$ cat src/rtl/adcseq_pkg.sv
package adcseq_pkg;
    localparam int CFG_W    = 14;
    localparam int CH_W     = 3;
    localparam int B_LEAD   = 13;
    localparam int B_SINGLE = 11;
    localparam int CH_HI    = 9;
    localparam int CH_LO    = 7;
    localparam int SQ_HI    = 2;
    localparam int SQ_LO    = 1;

    typedef enum logic [1:0] {
        ST_FIXED = 2'd0,
        ST_SCAN  = 2'd1,
        ST_TEMP  = 2'd2
    } scan_st_e;

    typedef struct packed {
        logic [CH_W-1:0] pos;
        logic [CH_W-1:0] neg;
        logic            neg_com;
        logic            temp;
    } sel_t;
endpackage

$ cat src/rtl/adcseq_cfg_shift.sv
module adcseq_cfg_shift
    import adcseq_pkg::*;
#(
    parameter int W = CFG_W
) (
    input  logic         clk,
    input  logic         rst_n,
    input  logic         bit_in,
    input  logic         bit_en,
    input  logic         frame_end,
    input  logic         conv_start,
    output logic [W-1:0] stg_word,
    output logic         stg_pend
);
    localparam int CW = $clog2(W + 1);
    localparam logic [CW-1:0] FULL = CW'(W);

    logic [W-1:0]  sh_q;
    logic [CW-1:0] cnt_q;
    logic          accept;

    assign accept = frame_end && (cnt_q == FULL) && sh_q[W-1];

    always_ff @(posedge clk or negedge rst_n) begin
        if (!rst_n) begin
            sh_q     <= '0;
            cnt_q    <= '0;
            stg_word <= '1;
            stg_pend <= 1'b0;
        end else begin
            if (bit_en) begin
                sh_q <= {sh_q[W-2:0], bit_in};
            end
            if (frame_end) begin
                cnt_q <= '0;
            end else if (bit_en && cnt_q != FULL) begin
                cnt_q <= cnt_q + 1'b1;
            end
            if (accept) begin
                stg_word <= sh_q;
                stg_pend <= 1'b1;
            end else if (conv_start) begin
                stg_pend <= 1'b0;
            end
        end
    end

    assert_short_drop_R3: assert property (@(posedge clk) disable iff (!rst_n)
        (frame_end && cnt_q != FULL) |=> $stable(stg_word));

    assert_lead_low_R2: assert property (@(posedge clk) disable iff (!rst_n)
        (frame_end && !sh_q[W-1]) |=> $stable(stg_word));
endmodule

$ cat src/rtl/adcseq_chan_map.sv
module adcseq_chan_map
    import adcseq_pkg::*;
#(
    parameter int W = CFG_W
) (
    input  scan_st_e        st,
    input  logic [CH_W-1:0] cur,
    input  logic [W-1:0]    act,
    output sel_t            sel
);
    logic            single;
    logic [CH_W-1:0] fix_ch;

    assign single = act[B_SINGLE];
    assign fix_ch = act[CH_HI:CH_LO];

    always_comb begin
        sel = '0;
        unique case (st)
            ST_FIXED: begin
                sel.pos     = fix_ch;
                sel.neg     = single ? '0 : (fix_ch ^ CH_W'(1));
                sel.neg_com = single;
            end
            ST_SCAN: begin
                sel.pos     = cur;
                sel.neg     = single ? '0 : (cur | CH_W'(1));
                sel.neg_com = single;
            end
            ST_TEMP: begin
                sel.temp = 1'b1;
            end
            default: sel = '0;
        endcase
    end
endmodule

$ cat src/rtl/adcseq_scan_fsm.sv
module adcseq_scan_fsm
    import adcseq_pkg::*;
#(
    parameter int W = CFG_W
) (
    input  logic         clk,
    input  logic         rst_n,
    input  logic         conv_start,
    input  logic [W-1:0] stg_word,
    input  logic         stg_pend,
    output sel_t         sel_q,
    output logic         sel_valid
);
    scan_st_e        st_q, st_d;
    logic [CH_W-1:0] cur_q, cur_d;
    logic            tmp_q, tmp_d;
    logic [W-1:0]    act_q, act_d;
    logic            single;
    logic [CH_W-1:0] last, last_sel, step;
    logic            restruct;
    sel_t            sel_c;

    assign single   = act_q[B_SINGLE];
    assign last     = act_q[CH_HI:CH_LO];
    assign last_sel = single ? last : {last[CH_W-1:1], 1'b0};
    assign step     = single ? CH_W'(1) : CH_W'(2);
    assign restruct = (stg_word[B_SINGLE] != act_q[B_SINGLE]) ||
                      (stg_word[CH_HI:CH_LO] != act_q[CH_HI:CH_LO]);

    // next state: advance, then apply a staged word
    always_comb begin
        st_d  = st_q;
        cur_d = cur_q;
        tmp_d = tmp_q;
        act_d = act_q;
        if (conv_start) begin
            unique case (st_q)
                ST_FIXED: begin
                    st_d = ST_FIXED;
                end
                ST_SCAN: begin
                    if (cur_q == last_sel) begin
                        cur_d = '0;
                        st_d  = tmp_q ? ST_TEMP : ST_SCAN;
                    end else begin
                        cur_d = cur_q + step;
                    end
                end
                ST_TEMP: begin
                    st_d  = ST_SCAN;
                    cur_d = '0;
                end
                default: st_d = ST_FIXED;
            endcase
            if (stg_pend) begin
                act_d = stg_word;
                unique case (stg_word[SQ_HI:SQ_LO])
                    2'b00: begin
                        st_d  = ST_FIXED;
                        cur_d = '0;
                    end
                    2'b01: begin
                        if (st_q != ST_FIXED && restruct) begin
                            st_d  = ST_SCAN;
                            cur_d = '0;
                        end
                    end
                    2'b10: begin
                        st_d  = ST_SCAN;
                        cur_d = '0;
                        tmp_d = 1'b1;
                    end
                    2'b11: begin
                        st_d  = ST_SCAN;
                        cur_d = '0;
                        tmp_d = 1'b0;
                    end
                    default: st_d = st_q;
                endcase
            end
        end
    end

    always_ff @(posedge clk or negedge rst_n) begin
        if (!rst_n) begin
            st_q  <= ST_FIXED;
            cur_q <= '0;
            tmp_q <= 1'b0;
            act_q <= '1;
        end else begin
            st_q  <= st_d;
            cur_q <= cur_d;
            tmp_q <= tmp_d;
            act_q <= act_d;
        end
    end

    adcseq_chan_map #(.W(W)) map_i (
        .st  (st_q),
        .cur (cur_q),
        .act (act_q),
        .sel (sel_c)
    );

    always_ff @(posedge clk or negedge rst_n) begin
        if (!rst_n) begin
            sel_q     <= '{pos: CH_W'(7), neg: '0, neg_com: 1'b1, temp: 1'b0};
            sel_valid <= 1'b0;
        end else begin
            if (conv_start) begin
                sel_q <= sel_c;
            end
            sel_valid <= conv_start;
        end
    end

    assert_cursor_bound_R6: assert property (@(posedge clk) disable iff (!rst_n)
        (st_q == ST_SCAN) |-> (cur_q <= act_q[CH_HI:CH_LO]));

    assert_pair_even_R7: assert property (@(posedge clk) disable iff (!rst_n)
        (st_q == ST_SCAN && !act_q[B_SINGLE]) |-> (cur_q[0] == 1'b0));

    assert_temp_return_R8: assert property (@(posedge clk) disable iff (!rst_n)
        (conv_start && st_q == ST_TEMP && !stg_pend) |=> (st_q == ST_SCAN && cur_q == '0));

    assert_temp_slot_R8: assert property (@(posedge clk) disable iff (!rst_n)
        sel_q.temp |-> (!sel_q.neg_com && sel_q.pos == '0));

    assert_hold_R11: assert property (@(posedge clk) disable iff (!rst_n)
        !conv_start |=> $stable(sel_q));
endmodule

$ cat src/rtl/adc_scan_seq.sv
module adc_scan_seq
    import adcseq_pkg::*;
#(
    parameter int W = CFG_W
) (
    input  logic            clk,
    input  logic            rst_n,
    input  logic            cfg_bit,
    input  logic            cfg_bit_en,
    input  logic            frame_end,
    input  logic            conv_start,
    output logic [CH_W-1:0] pos_ch,
    output logic [CH_W-1:0] neg_ch,
    output logic            neg_com,
    output logic            temp_sel,
    output logic            sel_valid
);
    logic [W-1:0] stg_word;
    logic         stg_pend;
    sel_t         sel_q;

    adcseq_cfg_shift #(.W(W)) shift_i (
        .clk        (clk),
        .rst_n      (rst_n),
        .bit_in     (cfg_bit),
        .bit_en     (cfg_bit_en),
        .frame_end  (frame_end),
        .conv_start (conv_start),
        .stg_word   (stg_word),
        .stg_pend   (stg_pend)
    );

    adcseq_scan_fsm #(.W(W)) fsm_i (
        .clk        (clk),
        .rst_n      (rst_n),
        .conv_start (conv_start),
        .stg_word   (stg_word),
        .stg_pend   (stg_pend),
        .sel_q      (sel_q),
        .sel_valid  (sel_valid)
    );

    assign pos_ch   = sel_q.pos;
    assign neg_ch   = sel_q.neg;
    assign neg_com  = sel_q.neg_com;
    assign temp_sel = sel_q.temp;
endmodule

$ cat config.mk
export PLATFORM = sky130hd
export DESIGN_NAME = adc_scan_seq
export DESIGN_NICKNAME = d
export VERILOG_FILES = /design/src/rtl/adcseq_pkg.sv /design/src/rtl/adcseq_cfg_shift.sv /design/src/rtl/adcseq_chan_map.sv /design/src/rtl/adcseq_scan_fsm.sv /design/src/rtl/adc_scan_seq.sv
export SDC_FILE = /design/constraint.sdc
export NUM_CORES = 1
export LEC_CHECK = 0
export ABC_AREA = 0
export BUFFER_PORTS_ARGS = -buffer_cell sky130_fd_sc_hd__clkbuf_2
export CORE_UTILIZATION = 30
export CTS_BUF_LIST = sky130_fd_sc_hd__clkbuf_4
export DETAILED_ROUTE_END_ITERATION = 12
export SLEW_MARGIN = 20
export SYNTH_ARGS = -nofsm -noshare
export SYNTH_HDL_FRONTEND = slang
export SYNTH_SLANG_ARGS = --single-unit
$ cat constraint.sdc
create_clock -name clk -period 1.92 [get_ports clk]
set_input_delay 0.096 -clock clk [delete_from_list [all_inputs] [get_ports clk]]
set_output_delay 0.096 -clock clk [all_outputs]
set_load 0.01 [all_outputs]
==> impl_metrics.toml, run 1 <==
[timing]
max_freq_ghz = 0.554
setup_tns_ns = 0
setup_slack_ns = 0.116
hold_viol_final = 0
fin_crit_sh_pct = 94.0
period_minus_slack_ns = 1.80
rsz0062_at_grt = "no"
slew_headroom_pct = 63.6
final-setup-viol-count = 0
worst-slew-pin-transition_ns = 0.546
drv_slew = 0
fin_skew_ns = 0.0147

[run_status]
status = "finished with violations"
violations = "DRC"

[clock_network]
cts_root_buffer = "clkbuf_4"
cts_max_level = 2
clk_pin_slew_ns = 0.13
cts.path.max_buffers = 2
clkLatencyLatePin_ns = 0.35
cts_tree = "done"
cts.sinks = 44
cts_setup_buffers = 0
cts_inserted_buffers = 5

[route]
drtIter0Drc = 74
vias = 1329
routed_wl_mm = 3.43
avgRoutedWirePerCell_um = 12.6
drt_pass1_iterations = 11
ant_nets = 0
routed_via_density = 4.89
drc = 9

[final_layout]
finalInstanceArea_um2 = 2350
n_antenna_cell = 0
drive_gt1_share_pct = 34.9
instances_no_fill = 272
n_fill_cell = 660
area_delta_synth_final_pct = 15.4
layout.nets = 208

[critical_path]
critPathLaunchType = "register"
cpMaxStageDelayCell = "dfstp_2"
end_kind = "register"
max_stage_delay_ns = 0.59
path_class = "register to register"
path_cells = "ha_1 > inv_1 > fa_1 > o21ai_1 > o41ai_1 > a32o_2"
rrSetupSlack_ns = 0.12
r2r_cells = 6
r2r_end = "fsm_i.cur_q[2]"
reg2reg_from = "fsm_i.act_q[11]"
critPathMaxFanout = 5
worstPathRequired_ns = 2.17
cp.arrival_ns = 2.06

[grt]
grt_max_degree = 45
overflow = 0
grt_util_met2_pct = 17.7
track_usage_pct = 10.9
antenna_found_initial = 0
grt_pass1_wl_mm = 6.07
use_met3_pct = 3.44
grt.busiest_layer = "met2"
grt_pass1_vias = 1308
met1_usage_pct = 13.2

[min_path]
min_from = "conv_start"
hold_class = "input pin to register"
holdPathEnd = "fsm_i.sel_valid"
holdPathStages = 1

[synth]
syn-cell-area_um2 = 2040
synth_edf_count = 0
synthesis.nets = 184
synth_cell_type_count = 36
avgSynthCellArea_um2 = 12.0
yosys_warnings = 0
ys_async_sr_fraction_pct = 100
synth-seq-cells = 44
synth_ff_type = "dfrtp_1"
yosysSeqAreaShare_pct = 54.8
syn_inst = 170

[place]
dp.cells = 261
place_area_um2 = 2220
port_buffers = 14
place_ws_ns = 0.0729
place.gp.congestion = 0.785
hpwl_mm = 2.40

[power_and_ir_drop]
p_per_area_nw_per_um2 = 1020
peakVddDrop_v = 0.000304
p_leak_nw = 1.02

[die]
core_um2 = 6460
die_x_um = 84.5
initial_core_util_pct = 31.6
rows = 29
die_h_um = 84.5
io_pins = 15
dieArea_um2 = 7140

[flow_run]
maxCapViolations = 0
-- worst max-delay path, delay by kind of cell, from the launching register on --
family,cells,cell delay [ns]
compound gates,3,0.54
buf+inv,1,0.05
flops,1,0.59
fa+ha+maj,2,0.53
-- report_power, final --
| group | switching (mW) | leakage (nW) | total (mW) | internal, mW |
|---|---|---|---|---|
| clock network | 0.302 | 0.0559 | 0.722 | 0.421 |
| logic | 0.220 | 0.449 | 0.453 | 0.233 |
| registers | 0.124 | 0.519 | 1.23 | 1.10 |
-- per-layer routing --
metal  wire [um]  vias to the layer above
met3         129                        6
met2        1600                       23
met5           0                        -
met1        1640                      650
met4          59                        0
li1            -                      650
-- placed cells by master (no fill, tap or decap), types with 4 or more instances in the layout --
cell	netlist	layout
a21oi_1	8	8
buf_4	0	4
clkbuf_2	0	14
clkbuf_4	0	6
dfrtp_1	30	30
dfstp_2	14	14
ha_1	7	7
inv_1	10	10
mux2_2	25	25
nand2_1	11	11
nand3_1	7	7
nor2_1	13	13
o21ai_1	3	4
xnor2_1	5	5
-- synthesized netlist by cell type, types with 2 or more instances --
cell | instances | area (um^2)
o2bb2ai_1 | 2 | 17.5
a22oi_1 | 2 | 15.0
inv_1 | 10 | 37.5
o21ai_1 | 3 | 15.0
dfrtp_1 | 30 | 751
o21ai_0 | 4 | 20.0
nand3_1 | 7 | 35.0
xor2_1 | 3 | 26.3
o31ai_1 | 2 | 15.0
clkbuf_1 | 2 | 7.51
buf_2 | 2 | 10.0
a21oi_1 | 8 | 40.0
xnor2_1 | 5 | 43.8
nor2_1 | 13 | 48.8
dfstp_2 | 14 | 368
mux2_2 | 25 | 282
nand2_1 | 11 | 41.3
o211ai_1 | 2 | 15.0
ha_1 | 7 | 87.6
a211oi_1 | 2 | 15.0
-- state kept, by name, summed over array words and instances (netlist names) --
signal	flops
fsm_i.cur_q	3
fsm_i.sel_q	8
shift_i.sh_q	14
shift_i.cnt_q	4
shift_i.stg_word	6
shift_i.stg_pend	1
fsm_i.act_q	4
fsm_i.sel_valid	1
fsm_i.st_q	2
fsm_i.tmp_q	1
-- worst max path at each step --
stage,from,to,slack [ns],depth (start not counted)
2_1_floorplan,fsm_i.act_q[11],fsm_i.cur_q[2],0.11,6
3_3_place_gp,fsm_i.act_q[11],fsm_i.cur_q[2],0.13,6
3_5_place_dp,fsm_i.act_q[11],fsm_i.cur_q[2],0.07,6
4_1_cts,fsm_i.act_q[11],fsm_i.cur_q[2],0.05,6
5_1_grt,fsm_i.act_q[11],fsm_i.cur_q[2],0.03,6
6_report,fsm_i.act_q[11],fsm_i.cur_q[2],0.12,6
-- metrics by stage --
step	total power [mW]	util, %	hold WS, ns
after detailed placement	1.70	34.4	0.214
after global placement	1.68	34.4	0.209
final	2.40	36.5	0.145
after floorplan	1.55	-	-0.200
after global routing	2.54	36.5	0.140
after CTS	2.43	36.5	0.133
-- timing repair --
action	in CTS	in global routing
gates resized for setup	0	1
hold endpoints to repair	35	0
setup endpoints to repair	0	1
hold buffers	3	0
-- layout make-up --
class | instances | area, um^2 | share of cell area, %
clock inverter | 2 | 60.1 | 2.55
tap | 77 | 96.3 | 4.09
inverter | 10 | 37.5 | 1.59
multi-input combinational | 112 | 867 | 36.8
timing repair buffer | 21 | 130 | 5.53
sequential | 44 | 1120 | 47.5
clock buffer | 6 | 45.0 | 1.91
-- kinds of logic after synthesis --
group           count (synthesis)  share of synthesized area, %
flops                          44                          54.8
compound gates                 34                          11.7
buf+inv                        14                          2.70
xor+xnor                        8                          3.43
fa+ha+maj                       8                          5.27
simple gates                   36                          7.79
mux                            26                          14.3
(Power assumes the default switching activity.)
==> inputs of run 2 (changes only) <==
ABC_AREA = 1   (was 0)
BUFFER_PORTS_ARGS = unset   (was -buffer_cell sky130_fd_sc_hd__clkbuf_2)
DONT_BUFFER_PORTS = 1   (was unset)
==> impl_metrics.toml, run 2 <==
[power_and_ir_drop]
peakVddDrop_v = 0.000371
internal_power_mw = 1.29
swShare_pct = 28.3
p_leak_nw = 1.11
sequentialPowerShare_pct = 61.4
p_per_area_nw_per_um2 = 769
power.share.clock_pct = 25.7
switching_power_mw = 0.510
comb_power_share_pct = 12.9

[critical_path]
max_stage_delay_ns = 0.65
cpLargestDelayFamily = "flip-flops"
rrSetupSlack_ns = 0.15
critPathLaunchType = "register"
path_buf_inv = 1
cp.depth = 8
worstPathRequired_ns = 2.19
cpMaxStageDelayCell = "dfstp_2"
r2r_end = "fsm_i.cur_q[1]"
critPathMaxFanout = 8
reg2reg_from = "fsm_i.act_q[11]"
r2r_cells = 8
cp.arrival_ns = 2.05
path_cells = "ha_1 > inv_1 > fa_1 > nor2_1 > nand3_1 > o31ai_1 > nand2_1 > o21ai_1"
path_class = "register to register"
end_kind = "register"

[final_layout]
area_delta_synth_final_pct = 10.7
final_cell_mix = "nand2_1, inv_1, dfrtp_1"
multi_input_comb_area_um2 = 833
regArea_um2 = 1120
mostFrequentLayoutCell = "nand2_1"
top_regs = "shift_i.sh_q (14), fsm_i.sel_q (8), shift_i.stg_word (6)"
regMostFlops = "shift_i.sh_q"
instances_no_fill = 349
layout.nets = 266
n_antenna_cell = 0
drive_gt1_share_pct = 13.4
largest_reg_flops = 14
n_fill_cell = 704

[timing]
max_freq_ghz = 0.564
period_minus_slack_ns = 1.77
worst-slew-pin-transition_ns = 0.790
fin_crit_sh_pct = 92.4
setup_tns_ns = 0
drv_slew = 0
rsz0062_at_grt = "no"
final-setup-viol-count = 0
fin_skew_ns = 0.00737
slew_headroom_pct = 47.1
hold_viol_final = 0

[place]
dp.cells = 335
port_buffers = 0
hpwl_mm = 2.56
place.gp.congestion = 0.815

[route]
ant_nets = 0
drt_pass1_iterations = 4
vias = 1537
avgRoutedWirePerCell_um = 10.8
routed_via_density = 4.40
routed_wl_mm = 3.77
drtIter0Drc = 82
drc = 0

[clock_network]
cts_inserted_buffers = 5
cts_setup_buffers = 0
cts_root_buffer = "clkbuf_4"
clk_pin_slew_ns = 0.13
cts.path.max_buffers = 2
cts_tree = "done"
cts_max_level = 2
clkLatencyLatePin_ns = 0.35
cts.sinks = 44

[die]
rows = 30
die_x_um = 86.1
dieArea_um2 = 7410
io_pins = 15
core_um2 = 6790
initial_core_util_pct = 31.2
die_h_um = 86.1

[synth]
yosysSeqAreaShare_pct = 52.8
synthesis.nets = 259
synth_edf_count = 0
synth_cell_type_count = 28
yosysTopAreaCell = "dfrtp_1"
synth-seq-cells = 44
synth_top_area_share_pct = 35.4
syn_inst = 245
synth_ff_type = "dfrtp_1"
ys_async_sr_fraction_pct = 100
synth_common_cells = "nand2_1, inv_1, dfrtp_1"
yosys_warnings = 0
yosysMostFrequentCell = "nand2_1"
avgSynthCellArea_um2 = 8.65
syn-cell-area_um2 = 2120
ys_top_cells_by_area = "dfrtp_1, dfstp_2, nand2_1, inv_1, ha_1"

[grt]
track_usage_pct = 11.3
grt_pass1_wl_mm = 6.54
overflow = 0
antenna_found_initial = 0
grt_max_degree = 45
grt_pass1_vias = 1446

[min_path]
holdPathStages = 4
min_from = "conv_start"
holdPathEnd = "fsm_i.st_q[1]"
hold_class = "input pin to register"

[run_status]
status = "completed"

[flow_run]
maxCapViolations = 0
==> run 2: cell count changes in the layout (fill, tap and decap cells not counted), moves of 9 or more <==
cell      delta
mux2_2      -23
inv_1       +21
o21ai_0     +14
clkbuf_2    -14
nor2_1       +9
nand2_1     +46
==> run 2: worst max path at each step <==
stage / slack, ns / endpoint / from
final: 0.15 / fsm_i.cur_q[1] / fsm_i.act_q[11]
after global routing: 0.003 / fsm_i.cur_q[2] / fsm_i.act_q[11]
after CTS: 0.14 / fsm_i.cur_q[2] / fsm_i.act_q[11]
after detailed placement: 0.18 / fsm_i.cur_q[1] / fsm_i.act_q[11]
after global placement: 0.23 / fsm_i.cur_q[2] / fsm_i.act_q[11]
after floorplan: 0.27 / fsm_i.cur_q[2] / fsm_i.act_q[11]
==> run 2: logic make-up after synthesis <==
family                     synth area share, %
and+or+nand+nor                           18.4
AOI/OAI and AO/OA                         12.7
DFF                                       52.8
buffers and inverters                     7.91
adders and majority gates                 5.08
xor gates and xnor gates                  2.07
muxes                                     1.06
==> run 2: power groups by stage <==
stage	combinational (mW)	clock, mW	sequential, mW
after floorplan	0.171	0	1.11
after global placement	0.186	0	1.12
after detailed placement	0.191	0	1.13
after CTS	0.237	0.486	1.11
after global routing	0.272	0.525	1.12
final	0.232	0.464	1.11
==> run 2: per-layer routing <==
metal,vias up,track usage (%),part of all wire (%)
met3,8,3.18,3.3
met4,0,4.85,2.1
met2,23,18.4,45
met5,-,0,0
met1,714,14.0,50
li1,792,-,-
==> run 2: cell type report <==
cell class                      count  share of cell area [%]
Clock buffer                        7                    2.24
Clock inverter                      1                   0.213
Inverter                           35                    5.60
Multi-Input combinational cell    159                    35.5
Sequential cell                    44                    47.7
Tap cell                           96                    5.12
Timing Repair Buffer                7                    3.63
==> run 2: worst register-to-register path: cells and delay by family (launching register included) <==
kind | cells | cell delay, ns
flops | 1 | 0.65
simple gates | 3 | 0.27
buf+inv | 1 | 0.05
fa+ha+maj | 2 | 0.59
compound gates | 2 | 0.15
==> run 2: repair_timing <==
item,4_1_cts,5_1_grt
endpoints found under the hold margin,73,0
hold buffers,6,0
gates resized for setup,0,0
==> run 2: metrics by stage <==
| step | cell area (um^2) | hold slack [ns] | total power, mW | setup WS, ns | utilization (%) |
|---|---|---|---|---|---|
| 2_1_floorplan | 2120 | -0.200 | 1.28 | 0.275 | - |
| 3_3_place_gp | 2210 | -0.199 | 1.31 | 0.229 | 32.5 |
| 3_5_place_dp | 2210 | -0.199 | 1.32 | 0.180 | 32.5 |
| 4_1_cts | 2350 | 0.0354 | 1.83 | 0.144 | 34.5 |
| 5_1_grt | 2350 | 0.0524 | 1.92 | 0.00290 | 34.5 |
| 6_report | 2350 | 0.0531 | 1.80 | 0.146 | 34.5 |
==> inputs of run 3 (changes only) <==
CELL_PAD_IN_SITES_DETAIL_PLACEMENT = 0   (was unset)
CELL_PAD_IN_SITES_GLOBAL_PLACEMENT = 2   (was unset)
CTS_BUF_LIST = sky130_fd_sc_hd__clkbuf_2 sky130_fd_sc_hd__clkbuf_4 sky130_fd_sc_hd__clkbuf_8   (was sky130_fd_sc_hd__clkbuf_4)
PLACE_DENSITY_LB_ADDON = 0.1   (was unset)
==> impl_metrics.toml, run 3 (same netlist as run 2, synthesis figures left out) <==
[critical_path]
cpLargestDelayFamily = "flip-flops"
critPathLaunchType = "register"
path_class = "register to register"
path_cells = "ha_1 > inv_1 > fa_1 > inv_1 > a21oi_1 > a21boi_1 > nor2_1 > nand2_1 > o21ai_1"
worstPathRequired_ns = 2.10
max_stage_delay_ns = 0.59
cp.arrival_ns = 1.88
path_common_cell = "inv_1"
critPathMaxFanout = 6
path_buf_inv = 2
end_kind = "register"
cpMaxStageDelayCell = "dfstp_2"

[flow_run]
maxCapViolations = 0

[die]
core_um2 = 6790
dieArea_um2 = 7410
io_pins = 15
die_x_um = 86.1
die_h_um = 86.1
initial_core_util_pct = 31.2
rows = 30

[timing]
rsz0062_at_grt = "no"
fin_skew_ns = 0.00634
fin_crit_sh_pct = 88.3
worst-slew-pin-transition_ns = 0.795
setup_tns_ns = 0
hold_viol_final = 0
final-setup-viol-count = 0
period_minus_slack_ns = 1.70
drv_slew = 0
slew_headroom_pct = 46.8
max_freq_ghz = 0.590

[clock_network]
cts.path.max_buffers = 2
post_cts_resized = 0
clkLatencyLatePin_ns = 0.30
cts_max_level = 2
cts.sinks = 44
cts_tree = "done"
cts_inserted_buffers = 5
cts_root_buffer = "clkbuf_8"
clk_pin_slew_ns = 0.09

[final_layout]
regMostFlops = "shift_i.sh_q"
top_regs = "shift_i.sh_q (14), fsm_i.sel_q (8), shift_i.stg_word (6)"
final_cell_mix = "nand2_1, inv_1, dfrtp_1"
layout.nets = 270
n_antenna_cell = 0
drive_gt1_share_pct = 14.8
area_delta_synth_final_pct = 13.8
largest_reg_flops = 14
mostFrequentLayoutCell = "nand2_1"
utilization_pct = 35.5

[place]
place.gp.congestion = 0.743
port_buffers = 0
hpwl_mm = 2.98

[power_and_ir_drop]
p_per_area_nw_per_um2 = 815
peakVddDrop_v = 0.000370
p_leak_nw = 1.14
p_total_mw = 1.97

[route]
routed_via_density = 4.31
drc = 0
drtIter0Drc = 54
routed_wl_mm = 4.44
avgRoutedWirePerCell_um = 12.6
drt_pass1_iterations = 4
vias = 1520
ant_nets = 0

[grt]
track_usage_pct = 13.8
antenna_found_initial = 0
overflow = 0
grt_pass1_wl_mm = 7.71
grt_max_degree = 45
grt_pass1_vias = 1514

[run_status]
status = "completed"

[min_path]
hold_class = "input pin to register"
run 3: metrics by stage:
stage	instances	hold WS [ns]	worst slack, ns	instance area [um^2]
final	353	0.0345	0.224	2410
after global routing	353	0.0498	0.0770	2410
after CTS	350	0.00688	0.139	2390
after detailed placement	336	-0.198	0.171	2220
after global placement	336	-0.199	0.202	2220
after floorplan	245	-0.200	0.275	2120
run 3: final timing paths:
check / start / to / slack (ns) / depth (start not counted)
max in group asynchronous: rst_n / shift_i.stg_word[11] / 1.33 / 2
min in group asynchronous: rst_n / fsm_i.st_q[1] / 0.31 / 2
min reg2reg: fsm_i.st_q[1] / fsm_i.sel_q[1] / 0.48 / 1
max reg2reg: fsm_i.act_q[11] / fsm_i.cur_q[2] / 0.22 / 9
max: fsm_i.act_q[11] / fsm_i.cur_q[2] / 0.22 / 9
min: conv_start / fsm_i.sel_q[2] / 0.03 / 2
run 3: timing repair:
action,4_1_cts,5_1_grt
hold buffers,6,0
endpoints found under the setup margin,0,1
endpoints found under the hold margin,71,0
buffers inserted,0,3
run 3: final cells by class:
class                      instances  area, um^2
fill                             706        4380
sequential                        44        1120
multi-input combinational        159         833
inverter                          35         131
tap                               96         120
timing repair buffer              11         115
clock buffer                       5        68.8
clock inverter                     3        23.8
run 3: report_power, final:
group          internal (mW)  total (mW)  switching, mW
clock network          0.258       0.609          0.351
registers               1.03        1.10         0.0733
logic                  0.102       0.252          0.151
run 3: per-layer routing:
layer	part of all wire, %	track usage (%)	wire length (um)	vias to the layer above
li1	-	-	-	805
met1	50	17.9	2210	692
met2	45	22.2	2020	17
met3	3.1	3.37	137	6
met4	1.6	5.00	72	0
met5	0	0	0	-
run 3: worst register-to-register path, cell delays in order (launching register included):
cell,delay (ns)
dfstp_2,0.59
ha_1,0.16
inv_1,0.05
fa_1,0.36
inv_1,0.08
a21oi_1,0.06
a21boi_1,0.14
nor2_1,0.05
nand2_1,0.06
o21ai_1,0.06
